<file path="src/rtl/vbn_pkg.sv">
package vbn_pkg;

  typedef struct packed {
    logic nmi_en;
    logic ext_mode;
    logic spr_tall;
    logic bg_tbl_hi;
    logic spr_tbl_hi;
    logic step32;
  } vbn_ctrl_t;

  typedef struct packed {
    logic arm;
    logic show;
    logic raise;
    logic clear;
  } vbn_evt_t;

  localparam int TADDR_W = 15;
  localparam int LATCH_W = 5;

endpackage

</file>
<file path="src/rtl/vbn_raster.sv">
module vbn_raster
  import vbn_pkg::*;
#(
  parameter int DOTS        = 341,
  parameter int LINES       = 262,
  parameter int VBL_LINE    = 241,
  parameter int RAISE_DELAY = 2,
  parameter int DW          = $clog2(DOTS),
  parameter int LW          = $clog2(LINES)
) (
  input  logic          clk,
  input  logic          rst,
  input  logic          bg_en,
  input  logic          spr_en,
  output logic [DW-1:0] dot_q,
  output logic [LW-1:0] line_q,
  output vbn_evt_t      evt
);

  localparam logic [DW-1:0] DOT_LAST   = DW'(DOTS - 1);
  localparam logic [DW-1:0] DOT_SKIPAT = DW'(DOTS - 2);
  localparam logic [DW-1:0] DOT_SAMPLE = DW'(DOTS - 3);
  localparam logic [DW-1:0] DOT_RAISE  = DW'(RAISE_DELAY);
  localparam logic [LW-1:0] LINE_LAST  = LW'(LINES - 1);
  localparam logic [LW-1:0] LINE_ARM   = LW'(VBL_LINE - 1);
  localparam logic [LW-1:0] LINE_VBL   = LW'(VBL_LINE);

  logic odd_q;
  logic skip_q;
  logic on_last;
  logic dot_wrap;

  assign on_last  = (line_q == LINE_LAST);
  assign dot_wrap = (dot_q == DOT_LAST) || (on_last && skip_q && dot_q == DOT_SKIPAT);

  always_ff @(posedge clk) begin
    if (rst) begin
      dot_q  <= '0;
      line_q <= '0;
      odd_q  <= 1'b0;
      skip_q <= 1'b0;
    end else begin
      if (on_last && dot_q == DOT_SAMPLE)
        skip_q <= odd_q & bg_en & spr_en;
      if (dot_wrap) begin
        dot_q <= '0;
        if (on_last) begin
          line_q <= '0;
          odd_q  <= ~odd_q;
          skip_q <= 1'b0;
        end else begin
          line_q <= line_q + 1'b1;
        end
      end else begin
        dot_q <= dot_q + 1'b1;
      end
    end
  end

  always_comb begin
    evt.arm   = (line_q == LINE_ARM) && (dot_q == DOT_LAST);
    evt.show  = (line_q == LINE_VBL) && (dot_q == '0);
    evt.raise = (line_q == LINE_VBL) && (dot_q == DOT_RAISE);
    evt.clear = on_last && (dot_q == '0);
  end

endmodule

</file>
<file path="src/rtl/vbn_ctrl_reg.sv">
module vbn_ctrl_reg
  import vbn_pkg::*;
(
  input  logic               clk,
  input  logic               rst,
  input  logic               wr,
  input  logic [7:0]         din,
  output vbn_ctrl_t          ctrl_q,
  output logic [TADDR_W-1:0] taddr_q,
  output logic [LATCH_W-1:0] bus_q
);

  always_ff @(posedge clk) begin
    if (rst) begin
      ctrl_q  <= '0;
      taddr_q <= '0;
      bus_q   <= '0;
    end else if (wr) begin
      ctrl_q.nmi_en     <= din[7];
      ctrl_q.ext_mode   <= din[6];
      ctrl_q.spr_tall   <= din[5];
      ctrl_q.bg_tbl_hi  <= din[4];
      ctrl_q.spr_tbl_hi <= din[3];
      ctrl_q.step32     <= din[2];
      taddr_q[11:10]    <= din[1:0];
      bus_q             <= din[LATCH_W-1:0];
    end
  end

endmodule

</file>
<file path="src/rtl/vbn_vblank.sv">
module vbn_vblank
  import vbn_pkg::*;
(
  input  logic               clk,
  input  logic               rst,
  input  vbn_evt_t           evt,
  input  logic               rd,
  input  logic               wr,
  input  logic               wr_en_bit,
  input  logic               cur_en,
  input  logic               spr0_hit,
  input  logic               spr_ovf,
  input  logic [LATCH_W-1:0] bus_latch,
  output logic [7:0]         status_q,
  output logic               nmi_q,
  output logic               toggle_clr_q
);

  logic pend_q;
  logic flag_q;

  // Priority, highest first: status read, end-of-blank clear, control write, raise dot.
  always_ff @(posedge clk) begin
    if (rst) begin
      pend_q       <= 1'b0;
      flag_q       <= 1'b0;
      nmi_q        <= 1'b0;
      status_q     <= '0;
      toggle_clr_q <= 1'b0;
    end else begin
      toggle_clr_q <= rd;
      if (rd)
        status_q <= {flag_q, spr0_hit, spr_ovf, bus_latch};

      if (rd)             pend_q <= 1'b0;
      else if (evt.arm)   pend_q <= 1'b1;
      else if (evt.clear) pend_q <= 1'b0;

      if (rd)             flag_q <= 1'b0;
      else if (evt.clear) flag_q <= 1'b0;
      else if (evt.show)  flag_q <= pend_q;

      if (rd)             nmi_q <= 1'b0;
      else if (evt.clear) nmi_q <= 1'b0;
      else if (wr)        nmi_q <= wr_en_bit & flag_q;
      else if (evt.raise) nmi_q <= cur_en & flag_q;
    end
  end

endmodule

</file>
<file path="src/rtl/vbn_nmi_ctrl.sv">
module vbn_nmi_ctrl
  import vbn_pkg::*;
#(
  parameter int DOTS        = 341,
  parameter int LINES       = 262,
  parameter int VBL_LINE    = 241,
  parameter int RAISE_DELAY = 2,
  parameter int DW          = $clog2(DOTS),
  parameter int LW          = $clog2(LINES)
) (
  input  logic          clk,
  input  logic          rst,
  input  logic          rd_status,
  input  logic          wr_ctrl,
  input  logic [7:0]    din,
  input  logic          bg_en,
  input  logic          spr_en,
  input  logic          spr0_hit,
  input  logic          spr_ovf,
  output logic [7:0]    status_q,
  output logic          nmi,
  output logic [DW-1:0] dot_pos,
  output logic [LW-1:0] line_pos,
  output logic          nmi_en,
  output logic          ext_mode,
  output logic          spr_tall,
  output logic          bg_tbl_hi,
  output logic          spr_tbl_hi,
  output logic          step32,
  output logic [14:0]   taddr,
  output logic          toggle_clr
);

  vbn_evt_t           evt;
  vbn_ctrl_t          ctrl;
  logic [LATCH_W-1:0] bus_latch;

  vbn_raster #(
    .DOTS(DOTS), .LINES(LINES), .VBL_LINE(VBL_LINE),
    .RAISE_DELAY(RAISE_DELAY), .DW(DW), .LW(LW)
  ) u_raster (
    .clk(clk), .rst(rst), .bg_en(bg_en), .spr_en(spr_en),
    .dot_q(dot_pos), .line_q(line_pos), .evt(evt)
  );

  vbn_ctrl_reg u_ctrl (
    .clk(clk), .rst(rst), .wr(wr_ctrl), .din(din),
    .ctrl_q(ctrl), .taddr_q(taddr), .bus_q(bus_latch)
  );

  vbn_vblank u_vbl (
    .clk(clk), .rst(rst), .evt(evt), .rd(rd_status), .wr(wr_ctrl),
    .wr_en_bit(din[7]), .cur_en(ctrl.nmi_en),
    .spr0_hit(spr0_hit), .spr_ovf(spr_ovf), .bus_latch(bus_latch),
    .status_q(status_q), .nmi_q(nmi), .toggle_clr_q(toggle_clr)
  );

  assign nmi_en     = ctrl.nmi_en;
  assign ext_mode   = ctrl.ext_mode;
  assign spr_tall   = ctrl.spr_tall;
  assign bg_tbl_hi  = ctrl.bg_tbl_hi;
  assign spr_tbl_hi = ctrl.spr_tbl_hi;
  assign step32     = ctrl.step32;

endmodule

</file>
<file path="config.mk">
export PLATFORM = sky130hd
export DESIGN_NAME = vbn_nmi_ctrl
export DESIGN_NICKNAME = d
export VERILOG_FILES = /design/src/rtl/vbn_pkg.sv /design/src/rtl/vbn_raster.sv /design/src/rtl/vbn_ctrl_reg.sv /design/src/rtl/vbn_vblank.sv /design/src/rtl/vbn_nmi_ctrl.sv
export SDC_FILE = /design/constraint.sdc
export NUM_CORES = 1
export LEC_CHECK = 0
export BUFFER_PORTS_ARGS = -buffer_cell sky130_fd_sc_hd__buf_2
export CELL_PAD_IN_SITES_DETAIL_PLACEMENT = 0
export CELL_PAD_IN_SITES_GLOBAL_PLACEMENT = 1
export CORE_MARGIN = 2
export CORE_UTILIZATION = 30
export CTS_CLUSTER_DIAMETER = 30
export CTS_CLUSTER_SIZE = 16
export DETAILED_ROUTE_END_ITERATION = 8
export PLACE_DENSITY = 0.75
export SYNTH_ARGS = -nofsm -noshare
export SYNTH_HDL_FRONTEND = slang
export SYNTH_SLANG_ARGS = --single-unit
export TNS_END_PERCENT = 100
</file>
<file path="constraint.sdc">
create_clock -name clk -period 5.1 [get_ports clk]
set_input_delay 1.02 -clock clk [delete_from_list [all_inputs] [get_ports clk]]
set_output_delay 1.02 -clock clk [all_outputs]
set_load 0.05 [all_outputs]
</file>
Word-level counts from Yosys, hierarchy flattened --
Cells that the tools add are included.
Storage, ports and cells: register bits 45, output and inout bits 49
Cells by class: $add $sub $neg 2, reduce and logical (&&, ||, !) cells 15, muxes and demuxes 8, equal/unequal tests 7, bitwise gates (word level) 5
Operators with widths (number):
- $eq 9x9->1 const B | 4
- $add 9x1->9 const B | 2
- $eq 9x8->1 const B | 2
- $eq 9x2->1 const B | 1
- $logic_not 9->1 | 1
- $mux 9 | 1
- $logic_and 1x1->1 | 7
- $mux 1 | 7
- $and 1x1->1 | 4
- $reduce_bool 2->1 | 2
- $reduce_or 2->1 | 2
- $reduce_or 3->1 | 1
- $reduce_and 2->1 | 1
- $logic_or 1x1->1 | 1
- $not 1->1 | 1

Depth between registers and ports, before layout --
depth after elaboration 5, gate-level depth with buffers 7, mapped depth without buffers 6

By module --
From an unflattened synthesis, not the netlist that was laid out.
Second synthesis, totals: cell total of the unflattened synthesis 219, area total of the unflattened synthesis 2001.9 um^2
By module, submodules not included:
- vbn_raster | cells an instance 133, area an instance 1142.3 um^2, instances 1
- vbn_vblank | cells an instance 41, area an instance 435.4 um^2, instances 1
- vbn_ctrl_reg | cells an instance 45, area an instance 424.2 um^2, instances 1

Least setup slack after synthesis --
Ideal clock, no wire load.
path type reg2reg, from reg u_raster.line_q[0], to reg u_raster.line_q[2], arrival time 2174 ps, cell stages (with the launch flop) 6, path buffers 0, clock period less this slack 2245 ps, setup time 71 ps, slack 2855 ps, required time 5029 ps, path through dfxtp_1 > ha_1 > nor4b_4 > a41oi_2 > or4b_1 > a21oi_1
Between the ends: longest elaborated chain between the ends 4, elaborated cells between the ends (all ways) 6, classes of those cells add/sub (1); eq/ne (1); mux (1); reduce/logical (3)
Ends and longest elaborated chain:
- start, declared | RTL line vbn_raster.sv:16 | output logic [LW-1:0] line_q,
- start signal, assigned | RTL line vbn_raster.sv:52 | line_q <= line_q + 1'b1;
- parallel branches: the longest is 4 deep, another holds $add 9x1->9
Several ways; the timed one is not identified. A chain may end at the register's enable or synchronous reset.

Worst setup path after layout --
from reg u_raster.line_q[1], to reg u_raster.line_q[1]
The elaborated chain is that of the path after synthesis.

==> metrics.md <==
| Metric | Value |
|---|---|
| CP Max Fanout | 13 |
| Post-route ant nets | 0 |
| Mean Syn Cell Area | 9.09 um2 |
| Worst Hold Class | register to register |
| Die ar. | about 7000 um2 |
| PortBufs | 51 |
| Number of fill cells in the layout | 678 |
| Global-route wire length before repair | 6870 um |
| CTS buffer count | 5 |
| Leading cell types in the layout, fill and taps excluded | buf_2 (51), dfxtp_1 (40), nor2_1 (31), mux2i_1 (17), conb_1 (13) |
| Synth Cell Area | 1950 um2 |
| Ys flop type | dfxtp_1 |
| # DRC | 0 |
| Final setup skew | 0.00529 ns |
| Post-synth EDFFs | 0 |
| Vias per Instance | roughly 4.7 |
| Pwr Density | approximately 300 nW/um2 |
| Total clock sinks | 40 |
| Number of global-route vias before repair | between 1000 and 1500 |
| Nets | 286 |
| Chip Width | 84.5 um |
| Startpoint types | register |
| Final core occ | roughly 37% |
| CTS resizes | 0 |
| VDD IR max | 0.169 mV |
| Worst-margin pin slew | 0.871 ns |
| Post-DP HPWL | 3180 um |
| Seq cells post-synth | 40 |
| Total GRT Usage | a little under an eighth |
| Io pins | 65 |
| Final setup fails | 0 |
| Reg2reg end | u_raster.line_q[1]$_SDFFE_PP0P_ |
| Ant diodes | 0 |
| CTS clk-pin slew, worst paths | ~0.08 ns |
| Worst Hold End | u_vbl.flag_q$_SDFFE_PP0P_ |
| Worst Path Arrival | 2.53 ns |
| Pins over their slew limit | 0 |
| # Post-CTS Setup Buffers | 0 |
| Clk Tree Root Cell | clkbuf_8 |
| Post-Syn Instances | 214 |
| WL per Instance | 12.6 um |
| Setup TNS Final | 0 ns |
| CP Capture Type | register |
| Yosys top cell area share | 41.2% |
| Antenna violations before repair | 0 |
| Ys Warns | 0 |
| Starting Density | 30.8% |
| Gpl congestion | just under 0.8 |
| DRT iter0 DRCs | 55 |
| Wirelength, routed | 4300 um |
| # rows | 29 |
| Worst-skew pair later-pin latency | 0.29 ns |
| Pleak | 1.02 nW |
| Depth of the worst register-to-register path | 6 |
| Relative slew slack | 41.5% |
| Total grt overflow | 0 |
| Pre-antenna DRT Iters | 4 |
| Crit path kind | register to register |
| Post-synth top area cell | dfxtp_1 |
| Max_cap viols | 0 |
| Die Y | between 80 and 90 um |
| Final min period | 2.38 ns |
| Post-synth cell types | 45 |
| CP required | 5.25 ns |
| Commonest non-fill, non-tap cell in the layout | buf_2 |
| Detailed-route via count | 1612 |
| Worst Hold Depth | 2 |
| Core ar. | approximately 6300 um2 |
| Area contributors post-synth | dfxtp_1 (41%), mux2i_1 (8.7%), nor2_1 (6.0%), buf_4 (5.0%), ha_1 (3.9%) |
| CTS tree | yes |
| Largest net degree at the start of global routing | 26 |
| Synthesis-to-finish area growth | 20.2% |
| Layout cells sized above 1 | 25.3% |
| Final Cycle Share | between 40% and 50% |
| HP Start | u_vbl.pend_q$_SDFFE_PP0P_ |
| Worst reg2reg startpoint | u_raster.line_q[1]$_SDFFE_PP0P_ |
| Status | complete, no violations |
| Highest Clock Rate | 420 MHz |
| R2R setup slack | 2.72 ns |
| CTS Hold Bufs | 0 |
| Final hold vios | 0 |
| Seq/Total Area, Yosys | 41.2% |
| Max Root-Sink Buffers | 2 |
| Async set-reset flop share out of synthesis | 0% |
| RSZ-0062 raised after global routing | no |
| H-tree levels | 2 |
==> kinds of logic (layout without fill, tap and decap cells) <==
| family | count (synthesis) | in the layout | share of synthesized area [%] |
|---|---|---|---|
| other | 1 | 13 | 0.193 |
| adders and majority gates | 6 | 6 | 3.86 |
| and+or+nand+nor | 80 | 80 | 21.7 |
| DFF | 40 | 40 | 41.2 |
| xor gates and xnor gates | 8 | 8 | 3.60 |
| buffers and inverters | 31 | 70 | 8.55 |
| muxes | 18 | 18 | 9.32 |
| AOI/OAI and AO/OA | 30 | 30 | 11.6 |
==> worst max-delay path, cell delays in order (launching register included) <==
cell,delay [ns]
dfxtp_1,0.34
inv_1,0.10
ha_1,0.23
nor4b_4,0.40
a41oi_2,0.28
o21ai_1,0.75
o22ai_1,0.15
==> layer usage <==
layer	GRT usage, %	routed length [um]
met1	15.4	2040
met2	19.0	1970
met3	3.74	284
met4	1.73	0
met5	0	0
==> worst max path at each step <==
stage / start / end / slack (ns) / cells past startpoint
final: u_raster.line_q[1]$_SDFFE_PP0P_ / u_raster.line_q[1]$_SDFFE_PP0P_ / 2.72 / 6
after global routing: u_raster.line_q[1]$_SDFFE_PP0P_ / u_raster.line_q[0]$_SDFFE_PP0P_ / 2.42 / 6
after CTS: u_raster.line_q[1]$_SDFFE_PP0P_ / u_raster.line_q[0]$_SDFFE_PP0P_ / 2.69 / 6
after detailed placement: rst / u_raster.line_q[0]$_SDFFE_PP0P_ / 2.69 / 4
after global placement: rst / u_raster.line_q[8]$_SDFFE_PP0P_ / 2.75 / 4
after floorplan: u_raster.line_q[0]$_SDFFE_PP0P_ / u_raster.line_q[2]$_SDFFE_PP0P_ / 2.86 / 5
==> flip-flops by register name (all words and copies together) (netlist names) <==
register,flops
u_vbl.pend_q,1
u_raster.dot_q,9
u_ctrl.ctrl_q,3
u_raster.skip_q,1
u_vbl.toggle_clr_q,1
u_raster.odd_q,1
u_ctrl.bus_q,5
u_raster.line_q,9
u_vbl.status_q,8
u_vbl.flag_q,1
u_vbl.nmi_q,1
==> stage by stage <==
stage	setup slack (ns)	total power, mW	std cells	hold slack (ns)	cell area (um2)
floorplan	2.86	0.422	226	0.446	1990
global placement	2.75	0.433	334	0.467	2220
detailed placement	2.69	0.434	334	0.474	2220
CTS	2.69	0.709	342	0.486	2340
global route	2.42	0.732	342	0.496	2340
finish	2.72	0.699	342	0.486	2340
==> Yosys cell counts, types with 2 or more instances <==
cell and count:
clkbuf_1 6, a311oi_1 3, nor3_1 4, nand4_1 4, and2_1 2, nor2_1 31, or3_1 2, ha_1 6
a21oi_1 8, xor2_1 2, and3_1 3, inv_1 11, o22ai_1 3, a31oi_1 2, or4b_1 2, o21ai_0 3
xnor2_1 6, dfxtp_1 40, o211ai_1 2, o31ai_1 2, nand3_1 8, and4_1 2, buf_4 13, mux2i_1 17
nand2_1 12
==> where the power goes <==
| part | total [mW] | internal (mW) | switching, mW |
|---|---|---|---|
| combinational | 0.0982 | 0.0227 | 0.0755 |
| clock | 0.273 | 0.160 | 0.113 |
| sequential | 0.328 | 0.321 | 0.00693 |
| total | 0.699 | 0.503 | 0.195 |
==> area by class of cell <==
type | instances | area (um2) | area share [%]
clock inverter | 2 | 38.8 | 1.66
multi-input combinational | 155 | 1020 | 43.8
tap | 77 | 96.3 | 4.12
inverter | 11 | 41.3 | 1.77
clock buffer | 6 | 82.6 | 3.53
sequential | 40 | 801 | 34.2
timing repair buffer | 51 | 255 | 10.9
(Power assumes the default switching activity.)
